### src/rtl/pt_walker_pkg.sv
package pt_walker_pkg;

    // Sequencer states; the walk always visits them in this order.
    typedef enum logic [1:0] {
        ST_IDLE    = 2'd0,
        ST_FETCH   = 2'd1,
        ST_WAIT    = 2'd2,
        ST_RESPOND = 2'd3
    } walk_state_e;

    // Result code returned with every translation.
    typedef enum logic [1:0] {
        FLT_NONE = 2'b00,
        FLT_PAGE = 2'b01,
        FLT_PROT = 2'b10
    } fault_e;

endpackage

### src/rtl/pt_entry_addr.sv
// Byte address of the table entry that belongs to a virtual page.
module pt_entry_addr #(
    parameter int VA_W       = 32,
    parameter int VPN_W      = 20,
    parameter int ENTRY_LOG2 = 2
) (
    input  logic [VA_W-1:0]  base,
    input  logic [VPN_W-1:0] vpn,
    output logic [VA_W-1:0]  entry_addr
);

    localparam int IDX_W = VPN_W + ENTRY_LOG2;

    logic [IDX_W-1:0] idx_bytes;
    assign idx_bytes = {vpn, {ENTRY_LOG2{1'b0}}};

    generate
        if (IDX_W >= VA_W) begin : g_trunc
            logic idx_unused;
            assign idx_unused = ^idx_bytes;
            assign entry_addr = base + idx_bytes[VA_W-1:0];
        end else begin : g_extend
            assign entry_addr = base + {{(VA_W-IDX_W){1'b0}}, idx_bytes};
        end
    endgenerate

endmodule

### src/rtl/pt_entry_check.sv
// Decodes a fetched entry and forms the translation result.
module pt_entry_check
    import pt_walker_pkg::*;
#(
    parameter int PTE_W     = 32,
    parameter int PPN_W     = 18,
    parameter int OFFSET_W  = 12,
    parameter int PA_W      = 30,
    parameter int VALID_POS = 31,
    parameter int RD_POS    = 30,
    parameter int WR_POS    = 29
) (
    input  logic [PTE_W-1:0]    pte,
    input  logic                is_write,
    input  logic [OFFSET_W-1:0] offset,
    output logic [PA_W-1:0]     paddr,
    output fault_e              fault
);

    logic ent_valid;
    logic ent_rd;
    logic ent_wr;
    logic right_ok;
    logic pte_unused;

    assign ent_valid  = pte[VALID_POS];
    assign ent_rd     = pte[RD_POS];
    assign ent_wr     = pte[WR_POS];
    assign right_ok   = is_write ? ent_wr : ent_rd;
    // Bits between the frame field and the rights bits carry no meaning.
    assign pte_unused = ^pte;

    always_comb begin
        fault = FLT_NONE;
        paddr = '0;
        if (!ent_valid) begin
            fault = FLT_PAGE;
        end else if (!right_ok) begin
            fault = FLT_PROT;
        end else begin
            paddr = {pte[PPN_W-1:0], offset};
        end
    end

endmodule

### src/rtl/pt_walk_seq.sv
// Request capture and IDLE -> FETCH -> WAIT -> RESPOND sequencing.
module pt_walk_seq
    import pt_walker_pkg::*;
#(
    parameter int VA_W = 32,
    parameter int PA_W = 30
) (
    input  logic            clk,
    input  logic            rst_n,
    input  logic            req_valid,
    output logic            req_ready,
    input  logic [VA_W-1:0] req_vaddr,
    input  logic            req_write,
    input  logic [VA_W-1:0] pt_base,
    output logic            mem_req_valid,
    input  logic            mem_req_ready,
    input  logic            mem_rsp_valid,
    input  logic [PA_W-1:0] chk_paddr,
    input  fault_e          chk_fault,
    output logic            rsp_valid,
    input  logic            rsp_ready,
    output logic [PA_W-1:0] rsp_paddr,
    output fault_e          rsp_fault,
    output logic [VA_W-1:0] vaddr_o,
    output logic [VA_W-1:0] base_o,
    output logic            write_o
);

    typedef struct packed {
        walk_state_e     st;
        logic [VA_W-1:0] vaddr;
        logic            wr;
        logic [VA_W-1:0] base;
        logic [PA_W-1:0] paddr;
        fault_e          fault;
    } walk_regs_t;

    walk_regs_t walk_d;
    walk_regs_t walk_q;

    always_comb begin
        walk_d = walk_q;
        unique case (walk_q.st)
            ST_IDLE: begin
                if (req_valid) begin
                    walk_d.st    = ST_FETCH;
                    walk_d.vaddr = req_vaddr;
                    walk_d.wr    = req_write;
                    walk_d.base  = pt_base;
                end
            end
            ST_FETCH: begin
                if (mem_req_ready) begin
                    walk_d.st = ST_WAIT;
                end
            end
            ST_WAIT: begin
                if (mem_rsp_valid) begin
                    walk_d.st    = ST_RESPOND;
                    walk_d.paddr = chk_paddr;
                    walk_d.fault = chk_fault;
                end
            end
            ST_RESPOND: begin
                if (rsp_ready) begin
                    walk_d.st = ST_IDLE;
                end
            end
            default: walk_d.st = ST_IDLE;
        endcase
    end

    always_ff @(posedge clk or negedge rst_n) begin
        if (!rst_n) begin
            walk_q <= '{st: ST_IDLE, vaddr: '0, wr: 1'b0, base: '0,
                        paddr: '0, fault: FLT_NONE};
        end else begin
            walk_q <= walk_d;
        end
    end

    assign req_ready     = (walk_q.st == ST_IDLE);
    assign mem_req_valid = (walk_q.st == ST_FETCH);
    assign rsp_valid     = (walk_q.st == ST_RESPOND);
    assign rsp_paddr     = walk_q.paddr;
    assign rsp_fault     = walk_q.fault;
    assign vaddr_o       = walk_q.vaddr;
    assign base_o        = walk_q.base;
    assign write_o       = walk_q.wr;

endmodule

### src/rtl/pt_walker.sv
module pt_walker
    import pt_walker_pkg::*;
#(
    parameter int VA_W       = 32,
    parameter int OFFSET_W   = 12,
    parameter int PPN_W      = 18,
    parameter int PTE_W      = 32,
    parameter int ENTRY_LOG2 = 2,
    parameter int VALID_POS  = 31,
    parameter int RD_POS     = 30,
    parameter int WR_POS     = 29,
    localparam int VPN_W     = VA_W - OFFSET_W,
    localparam int PA_W      = PPN_W + OFFSET_W
) (
    input  logic             clk,
    input  logic             rst_n,
    input  logic             req_valid,
    output logic             req_ready,
    input  logic [VA_W-1:0]  req_vaddr,
    input  logic             req_write,
    input  logic [VA_W-1:0]  pt_base,
    output logic             mem_req_valid,
    input  logic             mem_req_ready,
    output logic [VA_W-1:0]  mem_req_addr,
    input  logic             mem_rsp_valid,
    input  logic [PTE_W-1:0] mem_rsp_data,
    output logic             rsp_valid,
    input  logic             rsp_ready,
    output logic [PA_W-1:0]  rsp_paddr,
    output logic [1:0]       rsp_fault
);

    logic [VA_W-1:0] vaddr_q;
    logic [VA_W-1:0] base_q;
    logic            write_q;
    logic [PA_W-1:0] chk_paddr;
    fault_e          chk_fault;
    fault_e          rsp_fault_e;

    pt_walk_seq #(
        .VA_W (VA_W),
        .PA_W (PA_W)
    ) u_seq (
        .clk           (clk),
        .rst_n         (rst_n),
        .req_valid     (req_valid),
        .req_ready     (req_ready),
        .req_vaddr     (req_vaddr),
        .req_write     (req_write),
        .pt_base       (pt_base),
        .mem_req_valid (mem_req_valid),
        .mem_req_ready (mem_req_ready),
        .mem_rsp_valid (mem_rsp_valid),
        .chk_paddr     (chk_paddr),
        .chk_fault     (chk_fault),
        .rsp_valid     (rsp_valid),
        .rsp_ready     (rsp_ready),
        .rsp_paddr     (rsp_paddr),
        .rsp_fault     (rsp_fault_e),
        .vaddr_o       (vaddr_q),
        .base_o        (base_q),
        .write_o       (write_q)
    );

    pt_entry_addr #(
        .VA_W       (VA_W),
        .VPN_W      (VPN_W),
        .ENTRY_LOG2 (ENTRY_LOG2)
    ) u_addr (
        .base       (base_q),
        .vpn        (vaddr_q[VA_W-1:OFFSET_W]),
        .entry_addr (mem_req_addr)
    );

    pt_entry_check #(
        .PTE_W     (PTE_W),
        .PPN_W     (PPN_W),
        .OFFSET_W  (OFFSET_W),
        .PA_W      (PA_W),
        .VALID_POS (VALID_POS),
        .RD_POS    (RD_POS),
        .WR_POS    (WR_POS)
    ) u_check (
        .pte      (mem_rsp_data),
        .is_write (write_q),
        .offset   (vaddr_q[OFFSET_W-1:0]),
        .paddr    (chk_paddr),
        .fault    (chk_fault)
    );

    assign rsp_fault = rsp_fault_e;

endmodule

### config.mk
export PLATFORM = sky130hd
export DESIGN_NAME = pt_walker
export DESIGN_NICKNAME = d
export VERILOG_FILES = /design/src/rtl/pt_walker_pkg.sv /design/src/rtl/pt_entry_addr.sv /design/src/rtl/pt_entry_check.sv /design/src/rtl/pt_walk_seq.sv /design/src/rtl/pt_walker.sv
export SDC_FILE = /design/constraint.sdc
export NUM_CORES = 1
export LEC_CHECK = 0
export ABC_CLOCK_PERIOD_IN_PS = 3050
export BUFFER_PORTS_ARGS = -buffer_cell sky130_fd_sc_hd__buf_2
export CORE_ASPECT_RATIO = 0.6
export CORE_MARGIN = 5
export CORE_UTILIZATION = 49
export DETAILED_ROUTE_END_ITERATION = 7
export PLACE_DENSITY = 0.85
export SYNTH_ARGS = -nofsm -noshare
export SYNTH_HDL_FRONTEND = slang
export SYNTH_HIERARCHICAL = 1
export SYNTH_SLANG_ARGS = --single-unit
### constraint.sdc
create_clock -name clk -period 3.05 [get_ports clk]
set_input_delay 0.305 -clock clk [delete_from_list [all_inputs] [get_ports clk]]
set_output_delay 0.305 -clock clk [all_outputs]
set_load 0.1 [all_outputs]
# Yosys cells after proc, flatten, opt, wreduce, memory -nomap -nowiden
# Cells that the tools add are included.
# W data, S select, Z words.
[op_classes]
addsub = 1
n_eq_ne = 7
n_mux = 10
reduce_logical = 4
[op_table]
columns = ["cell", "n"]
rows = [
  ["$mux W67", 1],
  ["$mux W30", 2],
  ["$add A32 B22 Y32", 1],
  ["$mux W2", 5],
  ["$pmux W2 S4", 1],
  ["$eq A2 B2 Y1 const B", 2],
  ["$ne A2 B1 Y1 const B", 2],
  ["$ne A2 B2 Y1 const B", 2],
  ["$reduce_and A2 Y1", 2],
  ["$reduce_and A4 Y1", 1],
  ["$eq A2 B1 Y1 const B", 1],
  ["$logic_not A2 Y1", 1],
  ["$mux W1", 1],
]
[word_totals]
reg_bits = 99
inputBits = 103
output_inout_bits = 67
wordCells = 28

# Longest topological paths before layout
# Gate-level depths: netlist of the first run.
[logic_depth]
ltp_word = 3
ltp_mapped = 10
depth_no_buf = 9

# By module
# Netlist of the first run, hierarchy kept.
[by_module_without_submodules]
columns = ["mod", "instances", "cells_per_inst", "area_per_inst_um2", "seq_area_each_um2"]
rows = [
  ["pt_walk_seq", 1, 318, 4525.6, 2477.4],
  ["pt_entry_addr", 1, 171, 1256.2, 0.0],
  ["pt_entry_check", 1, 39, 256.5, 0.0],
]

# Worst setup path after synthesis of the first run
# Ideal clock, no wire load.
[synth_timing]
path_type = "flip-flop to output port"
startpoint = "register u_seq.walk_q, in the netlist u_seq/base_o[2]"
endpoint = "output port mem_req_addr[26]"
arrival_ns = 3.630
t_required_ns = 2.745
slack_ns = -0.885
path_stages_with_launch = 11
path_buffers = 1
path_cell_list = "dfrtp_1 > buf_4 > ha_1 > inv_1 > fa_1 > and2b_1 > o211ai_2 > a311o_1 > a31oi_4 > nand4_1 > xnor2_1"
[synth_via]
elab_chain_len = 1
[synth_rtl]
columns = ["item", "line", "text"]
rows = [
  ["start: declaration", "pt_walk_seq.sv:39", "walk_regs_t walk_q;"],
  ["start signal: assignment", "pt_walk_seq.sv:75", "walk_q <= '{st: ST_IDLE, vaddr: '0, wr: 1'b0, base: '0,"],
  ["start signal: assignment", "pt_walk_seq.sv:78", "walk_q <= walk_d;"],
  ["$add A32 B22 Y32", "pt_entry_addr.sv:23", "assign entry_addr = base + {{(VA_W-IDX_W){1'b0}}, idx_bytes};"],
  ["end: declaration", "pt_walker.sv:24", "output logic [VA_W-1:0] mem_req_addr,"],
]
# No other way between the ends.

# Worst setup path after layout of the first run
[layout_timing]
startpoint = "register u_seq.walk_q, in the netlist u_seq/base_o[2]"
endpoint = "output port mem_req_addr[30]"
# The elaborated chain is that of the path after synthesis.

==> summary.md, run 1 <==
| Metric | Value |
|---|---|
| CP max stage cell | `a311o_2` |
| Sequential fraction of the synthesis area | `41.03%` |
| Via-to-Cell Ratio | `5.231` |
| Final instance area | `7315 um2` |
| Count leader, synth | `dfrtp_1` |
| CP startpoint kind | `flop` |
| DP Area | `6735 um2` |
| Critical Path Max Stage Delay | `410 ps` |
| Max Slew Vio Count | `0` |
| CP Capture Type | `output port` |
| TritonCTS clock tree | `done` |
| PnR worst setup slack | `-221.1 ps` |
| Die ar. | `14,720 um2` |
| R2R Path Start | `u_seq/walk_q[97]` |
| Core area | `12,060 um2` |
| Total global-route track usage | `18.17%` |
| Largest net degree at the start of global routing | `81` |
| Worst Path Class, Setup | `flop to output port` |
| Die Y | `95.99 um` |
| DR iter-0 viols | `166` |
| N_diodes | `0` |
| Outcome | `complete, but fails checks` |
| Footprint of the multi-input gates | `3082 um2` |
| Vias in the first global route | `4,273` |
| Routed Antenna Nets | `0` |
| Flop2flop setup slack | `1210 ps` |
| Setup-failing EPs final | `6` |
| Delay-heaviest family, CP | `compound AO/OA/AOI/OAI gates` |
| RSZ-0062 raised after global routing | `yes` |
| Storage cell area | `2477 um2` |
| Fin util | `60.64%` |
| Via count | `4,028` |
| H-tree lvl count | `3` |
| Final net count | `728` |
| RD Place Congestion | `0.9539` |
| First-pass GRT wire length | `21,420 um` |
| EDFF count, synth | `0` |
| Port bufs | `158` |
| Die width | `153.3 um` |
| Top FF cell, synth | `dfrtp_1` |
| CP max FO | `4` |
| Reg clk slew, reported paths | `70 ps` |
| Root Driver | `clkbuf_16` |
| Commonest cells post-synth | `dfrtp_1, buf_4, mux2_2, and3_1, ha_1` |
| Worst Path Required | `2740 ps` |
| Initial antenna violation count | `0` |
| Cell Rows | `31` |
| Slew margin rel. | `31.01%` |
| Post-synth ARST share | `100.0%` |
| Critical Path, Cell by Cell | `ha_2 > inv_2 > fa_2 > and2b_1 > o211ai_2 > a311o_2 > a31oi_4 > buf_4 > nand3_4 > xnor2_4 > buf_12` |
| R2R Path End | `u_seq/base_o[22]` |
| Synth unique cells | `54` |
| Synth top area cells | `dfrtp_1, mux2_2, buf_4` |
| Worst-margin pin slew | `1035 ps` |
| Hold-fix buffer count after cts | `0` |
| Final period utilization | `107.3%` |
| Minimum clock period | `3271 ps` |
| GR Overflow Total | `0` |
| Top cell type's share of synthesized area | `41.03%` |
| Clock Path Buffers | `2` |
| WL final | `13,720 um` |
| Max Cap Violations | `0` |
| Area delta synth->final | `21.14%` |
| DR WL/cell | `17.82 um` |
| Hold Crit Class | `input port to async pin` |
| DRT Pass-1 Iters | `5` |
| Synthesis warning total | `6` |
| Synth Register Bits | `99` |
| Fillers | `967` |
| Synth Instances | `528` |
| Buf+Inv Stages, Crit Path | `3` |
| Cells on worst reg2reg path | `5` |
| Dominant cell type by area after synthesis | `dfrtp_1` |
| Clk_lat worst skew | `340 ps` |
| Clk_skew | `10.33 ps` |
| DRC | `0` |
| Worst Path Arrival | `2970 ps` |
| IO Count | `170` |
| TritonCTS buffer count | `9` |
| Layout cells sized above 1 | `58.51%` |
| Syn avg cell area | `11.44 um2` |
| HPWL after DPL | `9846 um` |
| Syn nets | `656` |
| Final hold violation count | `0` |
| Fmax | `0.3057 GHz` |
| Sink Count | `99` |
| Failing checks | `setup timing` |
| Mapped cell area | `6038 um2` |
| Initial Util | `50.06%` |
==> routing by layer <==
layer | part of all wire [%] | global-route usage (%)
met5 | 0 | 0
met3 | 6.5 | 5.930
met2 | 49 | 30.45
met4 | 1.5 | 4.818
met1 | 43 | 23.03
==> metrics by stage <==
| step | TNS [ps] | setup slack [ps] | hold WS, ps | cells |
|---|---|---|---|---|
| after floorplan | -1441 | -508.9 | 9.409 | 528 |
| after global placement | 0 | 110.8 | 479.9 | 743 |
| after detailed placement | 0 | 22.77 | 487.1 | 743 |
| after CTS | -994.6 | -198.6 | 178.9 | 764 |
| after global routing | -1742 | -328.5 | 178.5 | 770 |
| final | -897.6 | -221.1 | 156.2 | 770 |
==> worst max path at each step <==
stage	cells after the start	end	slack (ps)	from
after floorplan	9	mem_req_addr[14]	-510	u_seq/base_o[2]
after global placement	10	mem_req_addr[28]	110	u_seq/base_o[2]
after detailed placement	10	mem_req_addr[30]	20	u_seq/base_o[2]
after CTS	10	mem_req_addr[26]	-200	u_seq/vaddr_o[12]
after global routing	11	mem_req_addr[30]	-330	u_seq/base_o[2]
final	11	mem_req_addr[30]	-220	u_seq/base_o[2]
==> worst register-to-register path: stages, from the launching register on <==
cell	delay (ps)
dfrtp_1	370
inv_1	90
ha_1	270
nand2_2	240
buf_12	340
mux2_2	410
==> flip-flops by register name (all words and copies together) (netlist names) <==
signal           count
u_seq/base_o        32
u_seq/write_o        1
u_seq/vaddr_o       32
u_seq/rsp_paddr     30
u_seq/walk_q         2
u_seq/rsp_fault      2
==> cell families after synthesis <==
| family | after synthesis | share of synthesized area, % |
|---|---|---|
| compound gates | 54 | 7.439 |
| xor+xnor | 27 | 3.916 |
| fa+ha+maj | 25 | 5.305 |
| buf+inv | 128 | 15.25 |
| flops | 99 | 41.03 |
| mux | 100 | 18.69 |
| simple gates | 95 | 8.372 |
==> what timing repair did <==
action / 4_1_cts / 5_1_grt
endpoints found under the setup margin: 20 / 23
pin swaps: 8 / 14
buffers inserted: 5 / 7
resized for setup: 11 / 40
==> cell type report <==
class                   instances  share of cell area (%)
clock inverters                 6                  0.6329
multi-input cells             301                   42.13
inverters                      14                  0.7184
clock buffers                  10                   3.130
well taps                     165                   2.822
flip-flops and latches         99                   33.87
repair buffers                175                   16.70
==> layout by cell type, fill, tap and decap left out, drive strengths merged, types with 11 or more instances in the layout <==
cell,netlist,routed
clkbuf,3,12
buf,111,173
a21oi,14,14
mux2,99,99
o21ai,11,11
nand2,17,17
and3,32,32
ha,24,24
nor2,18,18
dfrtp,99,99
inv,14,17
xnor2,22,22
Power of run 1 is not shown: default switching activity piles up to over one toggle a cycle in this logic, so the estimate is an artifact.
==> run 2, diff against run 1 <==
--- a/config.mk
+++ b/config.mk
@@ -5,14 +5,14 @@
 export SDC_FILE = /design/constraint.sdc
 export NUM_CORES = 1
 export LEC_CHECK = 0
-export ABC_CLOCK_PERIOD_IN_PS = 3050
+export ABC_CLOCK_PERIOD_IN_PS = 3400
 export BUFFER_PORTS_ARGS = -buffer_cell sky130_fd_sc_hd__buf_2
 export CORE_ASPECT_RATIO = 0.6
 export CORE_MARGIN = 5
 export CORE_UTILIZATION = 49
+export CTS_CLUSTER_DIAMETER = 120
 export DETAILED_ROUTE_END_ITERATION = 7
-export PLACE_DENSITY = 0.85
+export PLACE_DENSITY = 0.86
 export SYNTH_ARGS = -nofsm -noshare
 export SYNTH_HDL_FRONTEND = slang
-export SYNTH_HIERARCHICAL = 1
 export SYNTH_SLANG_ARGS = --single-unit
==> constraint.sdc (replaced) <==
create_clock -name clk -period 3.4 [get_ports clk]
set_input_delay 0.34 -clock clk [delete_from_list [all_inputs] [get_ports clk]]
set_output_delay 0.34 -clock clk [all_outputs]
set_load 0.1 [all_outputs]
==> run 2 against run 1 <==
Compared with the run above: the run now ends clean; design area shrank 12%; non-clock buffer count shrank 11; global-route usage rose by 0.75 points; flip-flop and latch count did not move; die area down 10%; first-iteration DRC count up 58%.
==> summary.md, run 2 <==
| Metric | Value |
|---|---|
| Routed Antenna Nets | `0 (unchanged)` |
| Placed cells | `718 (-3.4%)` |
| Port bufs | `158 (unchanged)` |
| CP max stage cell | `buf_2` |
| PnR worst setup slack | `134.4 ps (+355.5 ps)` |
| Total global-route track usage | `18.91% (+0.75 points)` |
| Die width | `145.1 um (-5.4%)` |
| CP startpoint kind | `flop` |
| Worst Path Class, Setup | `flop to output port` |
| Synthesis warning total | `0 (-6)` |
| Final net count | `718 (-1.4%)` |
| Slew margin rel. | `27.88% (-3.1 points)` |
| Outcome | `complete, no violations` |
| TritonCTS buffer count | `9 (unchanged)` |
| WL final | `12,720 um (-7.3%)` |
| Die Y | `91.05 um (-5.1%)` |
| Die ar. | `13,210 um2 (-10%)` |
| Root Driver | `clkbuf_16` |
| Hold Crit Class | `input port to async pin` |
| Dominant cell type by area after synthesis | `dfrtp_1` |
| Fin util | `60.74% (+0.10 points)` |
| Worst Setup SP | `u_seq.base_o[6]` |
| EDFF count, synth | `0 (unchanged)` |
| Critical Path Max Stage Delay | `440 ps (+30 ps)` |
| RD Place Congestion | `0.9012 (-5.5%)` |
| RSZ-0062 raised after global routing | `no` |
| Layout cells sized above 1 | `45.55% (-13 points)` |
| Clk_skew | `5.015 ps (-5.311 ps)` |
| Clock Path Buffers | `2 (unchanged)` |
| Mapped cell area | `5364 um2 (-11%)` |
| First-pass GRT wire length | `20,660 um (-3.5%)` |
| Final hold violation count | `0 (unchanged)` |
| Commonest cells post-synth | `dfrtp_1, mux2_2, buf_4, a22o_1, ha_1` |
| Top FF cell, synth | `dfrtp_1` |
| Syn nets | `600 (-8.5%)` |
| Top cell type's share of synthesized area | `46.19% (+5.2 points)` |
| IO Count | `170 (unchanged)` |
| Final period utilization | `96.05%` |
| Via count | `3,997 (-0.77%)` |
| CP Capture Type | `output port` |
| DRT Pass-1 Iters | `4 (-1)` |
| Clk_lat worst skew | `340 ps (about the same)` |
| Reg clk slew, reported paths | `70 ps (about the same)` |
| Initial antenna violation count | `1 (+1)` |
| Max Cap Violations | `0 (unchanged)` |
| Initial Util | `50.45% (+0.40 points)` |
| Worst Path Required | `3060 ps (+320 ps)` |
| CP dominant cell by count | `a21o_1` |
| Most common cell after layout, fill and taps aside | `buf_2` |
| GR Overflow Total | `0 (unchanged)` |
| Minimum clock period | `3266 ps` |
| Setup-failing EPs final | `0 (-6)` |
| Synth top area cells | `dfrtp_1, mux2_2, ha_1` |
| Most frequent cells in the layout | `buf_2, dfrtp_1, mux2_2, a22o_1, ha_1` |
| Sequential fraction of the synthesis area | `46.19% (+5.2 points)` |
| DR WL/cell | `17.32 um (-2.8%)` |
| DP Worst Slack | `324.4 ps (+301.6 ps)` |
| TritonCTS clock tree | `done` |
| Worst Path Arrival | `2930 ps (-40 ps)` |
| Delay-heaviest family, CP | `compound AO/OA/AOI/OAI gates` |
| Synth Register Bits | `99 (unchanged)` |
| Count leader, synth | `dfrtp_1` |
| Buf+Inv Stages, Crit Path | `1 (-2)` |
| Synth Instances | `472 (-11%)` |
| Sink Count | `99 (unchanged)` |
| H-tree lvl count | `3 (unchanged)` |
| CP max FO | `5 (+1)` |
| Max Slew Vio Count | `0 (unchanged)` |
| R2R Path Start | `u_seq.walk_q[97]` |
| Worst-margin pin slew | `1082 ps (+46.96 ps)` |
| DR iter-0 viols | `263 (+58%)` |
| Via-to-Cell Ratio | `5.446 (+4.1%)` |
| Critical Path, Cell by Cell | `ha_1 > a21o_1 > a21o_1 > nor2_1 > o211a_1 > nand4_1 > nand3_1 > buf_2` |
| Fmax | `0.3062 GHz` |
| Setup TNS | `0 ps (+897.6 ps)` |
| N_diodes | `0 (unchanged)` |
| Syn avg cell area | `11.36 um2 (-0.63%)` |
| Fin cells | `734 (-4.7%)` |
| Synth unique cells | `55 (+1.9%)` |
| Core area | `10,630 um2 (-12%)` |
| DRC | `0 (unchanged)` |
| Vias in the first global route | `3,956 (-7.4%)` |
| Largest net degree at the start of global routing | `89 (+9.9%)` |
| Area delta synth->final | `20.39%` |
| Cell Rows | `29 (-6.5%)` |
| HPWL after DPL | `9892 um (+0.47%)` |
| Post-synth ARST share | `100.0% (unchanged)` |
-- run 2: changes by cell type after synthesis, moves of 9 or more --
cell / change
and3_1: -29
a22o_1: +30
mux2_2: -32
buf_4: -63
buf_6: -9
-- run 2: final cells by class --
type | count | area [um2]
clock inverters | 4 | 58.81
well taps | 139 | 173.9
repair buffers | 164 | 877.1
clock buffers | 12 | 246.5
flip-flops and latches | 99 | 2477
inverters | 13 | 48.80
multi-input cells | 303 | 2575
fillers | 880 | 4174
-- run 2: timing repair --
item,CTS,global route
gates cloned,0,0
endpoints found under the setup margin,1,11
setup buffers,0,0
pin swaps,0,0
resized for setup,1,12
hold buffers,0,0
-- run 2: kinds of logic (layout without fill, tap and decap cells) --
group	after synthesis	count (layout)	share of synthesized area [%]
DFF	99	99	46.19
buffers and inverters	70	193	7.628
and+or+nand+nor	81	81	7.744
adders and majority gates	25	25	5.972
xor gates and xnor gates	26	26	4.245
AOI/OAI and AO/OA	105	105	14.39
muxes	66	66	13.83
-- run 2: path summary, 6_finish.rpt --
path	endpoint	slack [ps]	cells after the start
hold / removal	u_seq.base_o[6]	220	1
hold reg to reg	u_seq.rsp_fault[0]	480	2
max in group asynchronous	u_seq.base_o[28]	2390	2
setup reg to reg	u_seq.rsp_paddr[20]	1380	6
min in group clk	u_seq.rsp_paddr[19]	220	2
setup / recovery	mem_req_addr[24]	130	8
-- run 2: through the flow --
step	hold slack [ps]	instance area, um2
3_5_place_dp	465.4	6121
3_3_place_gp	459.9	6121
4_1_cts	209.2	6429
6_report	215.3	6457
2_1_floorplan	44.41	5446
5_1_grt	210.1	6457
-- run 2: metal layers --
layer	GRT usage, %	share of wire (%)	up-vias	routed length (um)
met2	27.49	44	147	5575
met4	4.969	1.5	2	187
met5	0	0.10	-	13
met1	27.34	47	1929	5969
met3	6.219	7.6	16	969
li1	-	-	1903	-
Power of run 2 is left out for the same reason.
==> run 3, diff against run 2 <==
--- a/config.mk
+++ b/config.mk
@@ -12,7 +12,7 @@
 export CORE_UTILIZATION = 49
 export CTS_CLUSTER_DIAMETER = 120
 export DETAILED_ROUTE_END_ITERATION = 7
-export PLACE_DENSITY = 0.86
+export PLACE_DENSITY = 0.77
 export SYNTH_ARGS = -nofsm -noshare
 export SYNTH_HDL_FRONTEND = slang
 export SYNTH_SLANG_ARGS = --single-unit
==> run 3 against run 2 <==
Compared with the run above: flip-flop and latch count stayed put; worst hold slack worse by 52 ps; count of clock-buffer cells in the layout is 3 lower; design area is 0.16% higher; first-iteration DRC count is 21% lower; die area stayed put.
==> summary.md, run 3 (same netlist as run 2, synthesis figures left out) <==
| Metric | Value |
|---|---|
| Port bufs | `158 (unchanged)` |
| Via-to-Cell Ratio | `5.424 (-0.40%)` |
| RD Place Congestion | `0.8690 (-3.6%)` |
| Sink Count | `99 (unchanged)` |
| Final net count | `718 (unchanged)` |
| Hold-fix buffer count after cts | `0 (unchanged)` |
| Vias in the first global route | `4,043 (+2.2%)` |
| Root Driver | `clkbuf_16` |
| Core area | `10,630 um2 (unchanged)` |
| Worst Path Required | `3060 ps (about the same)` |
| Final period utilization | `96.53% (+0.48 points)` |
| Placed cells | `718 (unchanged)` |
| Die Y | `91.05 um (unchanged)` |
| Hold Crit Class | `input port to async pin` |
| GR peak layer | `met2` |
| Setup TNS | `0 ps (unchanged)` |
| Clk_lat worst skew | `340 ps (about the same)` |
| Worst-margin pin slew | `1032 ps (-50.27 ps)` |
| Area delta synth->final | `20.57%` |
| DR iter-0 viols | `209 (-21%)` |
| Worst Path Class, Setup | `flop to output port` |
| Outcome | `complete, no violations` |
| Via count | `3,981 (-0.40%)` |
| Fmax | `0.3047 GHz (-0.50%)` |
| Post-CTS Setup Repair Bufs | `0 (unchanged)` |
| Grt met2 use | `30.67% (+3.2 points)` |
| Reg clk slew, reported paths | `70 ps (about the same)` |
| DR WL/cell | `17.46 um (+0.78%)` |
| CP startpoint kind | `flop` |
| Most common cell after layout, fill and taps aside | `buf_2` |
| Fin cells | `734 (unchanged)` |
| Final instance area | `6467 um2 (+0.16%)` |
| Clk_skew | `6.327 ps (+1.312 ps)` |
| TritonCTS buffer count | `9 (unchanged)` |
| Die width | `145.1 um (unchanged)` |
| TritonCTS clock tree | `done` |
| CTS resizes | `2 (+1)` |
| Setup-failing EPs final | `0 (unchanged)` |
| Layout cells sized above 1 | `45.88% (+0.34 points)` |
| Slew margin rel. | `31.23% (+3.4 points)` |
| Worst Path Arrival | `2940 ps (about the same)` |
| Met1 track demand over resource | `26.42% (-0.91 points)` |
| DRT Pass-1 Iters | `4 (unchanged)` |
| N_diodes | `0 (unchanged)` |
| Final hold violation count | `0 (unchanged)` |
| Initial antenna violation count | `1 (unchanged)` |
| DP Area | `6118 um2 (about the same)` |
| DRC | `0 (unchanged)` |
| Cell Rows | `29 (unchanged)` |
| Total global-route track usage | `19.17% (+0.26 points)` |
| First-pass GRT wire length | `20,970 um (+1.5%)` |
| Most frequent cells in the layout | `buf_2, dfrtp_1, mux2_2, a22o_1, ha_1` |
| Initial Util | `50.45% (unchanged)` |
| Max Cap Violations | `0 (unchanged)` |
| Largest net degree at the start of global routing | `82 (-7.9%)` |
| Routed Antenna Nets | `0 (unchanged)` |
| Die ar. | `13,210 um2 (unchanged)` |
| GR Overflow Total | `0 (unchanged)` |
| CP Capture Type | `output port` |
| IO Count | `170 (unchanged)` |
| Max Slew Vio Count | `0 (unchanged)` |
| WL final | `12,810 um (+0.78%)` |
| Global-route met3 utilization | `5.721% (-0.50 points)` |
| H-tree lvl count | `3 (unchanged)` |
| Clock Path Buffers | `2 (unchanged)` |
| CP max FO | `5 (unchanged)` |
| HPWL after DPL | `9864 um (-0.28%)` |
| Minimum clock period | `3282 ps (+16.41 ps)` |
[run 3: cell count changes in the layout (fill, tap and decap cells not counted)]
cell / change
buf_2: +3
buf_4: -2
clkbuf_1: -2
clkbuf_4: -2
clkinv_4: -2
inv_6: +2
buf_6: +1
clkbuf_8: -1
clkinv_8: +1
clkinvlp_4: +1
inv_8: +1
[run 3: area by class of cell]
| class | instances | area (um2) |
|---|---|---|
| clock inverter | 7 | 93.84 |
| timing repair buffer | 164 | 873.3 |
| sequential | 99 | 2477 |
| multi-input combinational | 303 | 2575 |
| tap | 139 | 173.9 |
| inverter | 13 | 48.80 |
| fill | 868 | 4164 |
| clock buffer | 9 | 225.2 |
[run 3: layer usage]
metal	share of wire, %	routed length, um	up-vias
met1	45	5732	1942
met4	0.62	80	2
met3	6.6	849	8
met2	48	6138	124
met5	0.10	13	-
li1	-	-	1905
[run 3: final timing paths]
kind	from	endpoint	slack [ps]	cells past startpoint
max in group asynchronous	rst_n	u_seq.base_o[22]	2430	2
max reg2reg	u_seq.walk_q[97]	u_seq.base_o[25]	1390	5
min in group clk	mem_rsp_data[0]	u_seq.rsp_paddr[12]	210	2
min reg2reg	u_seq.vaddr_o[3]	u_seq.rsp_paddr[3]	490	1
min	rst_n	u_seq.base_o[7]	160	1
max	u_seq.base_o[6]	mem_req_addr[24]	120	8
[run 3: per-stage QoR]
stage	setup WS (ps)	hold WS (ps)	util, %
6_report	118.0	163.5	60.83
5_1_grt	-5.238	203.0	60.83
4_1_cts	38.99	200.7	60.60
3_5_place_dp	306.8	479.1	57.55
3_3_place_gp	373.3	463.7	57.55
2_1_floorplan	27.89	44.41	-
[run 3: worst max-delay path: stages (launching register included)]
cell and delay, ps:
dfrtp_1 390, ha_1 370, a21o_1 230, a21o_1 210, nor2_1 280, o211a_1 360
nand4_1 170, nand3_1 150, buf_2 440
Power of run 3 is left out for the same reason.
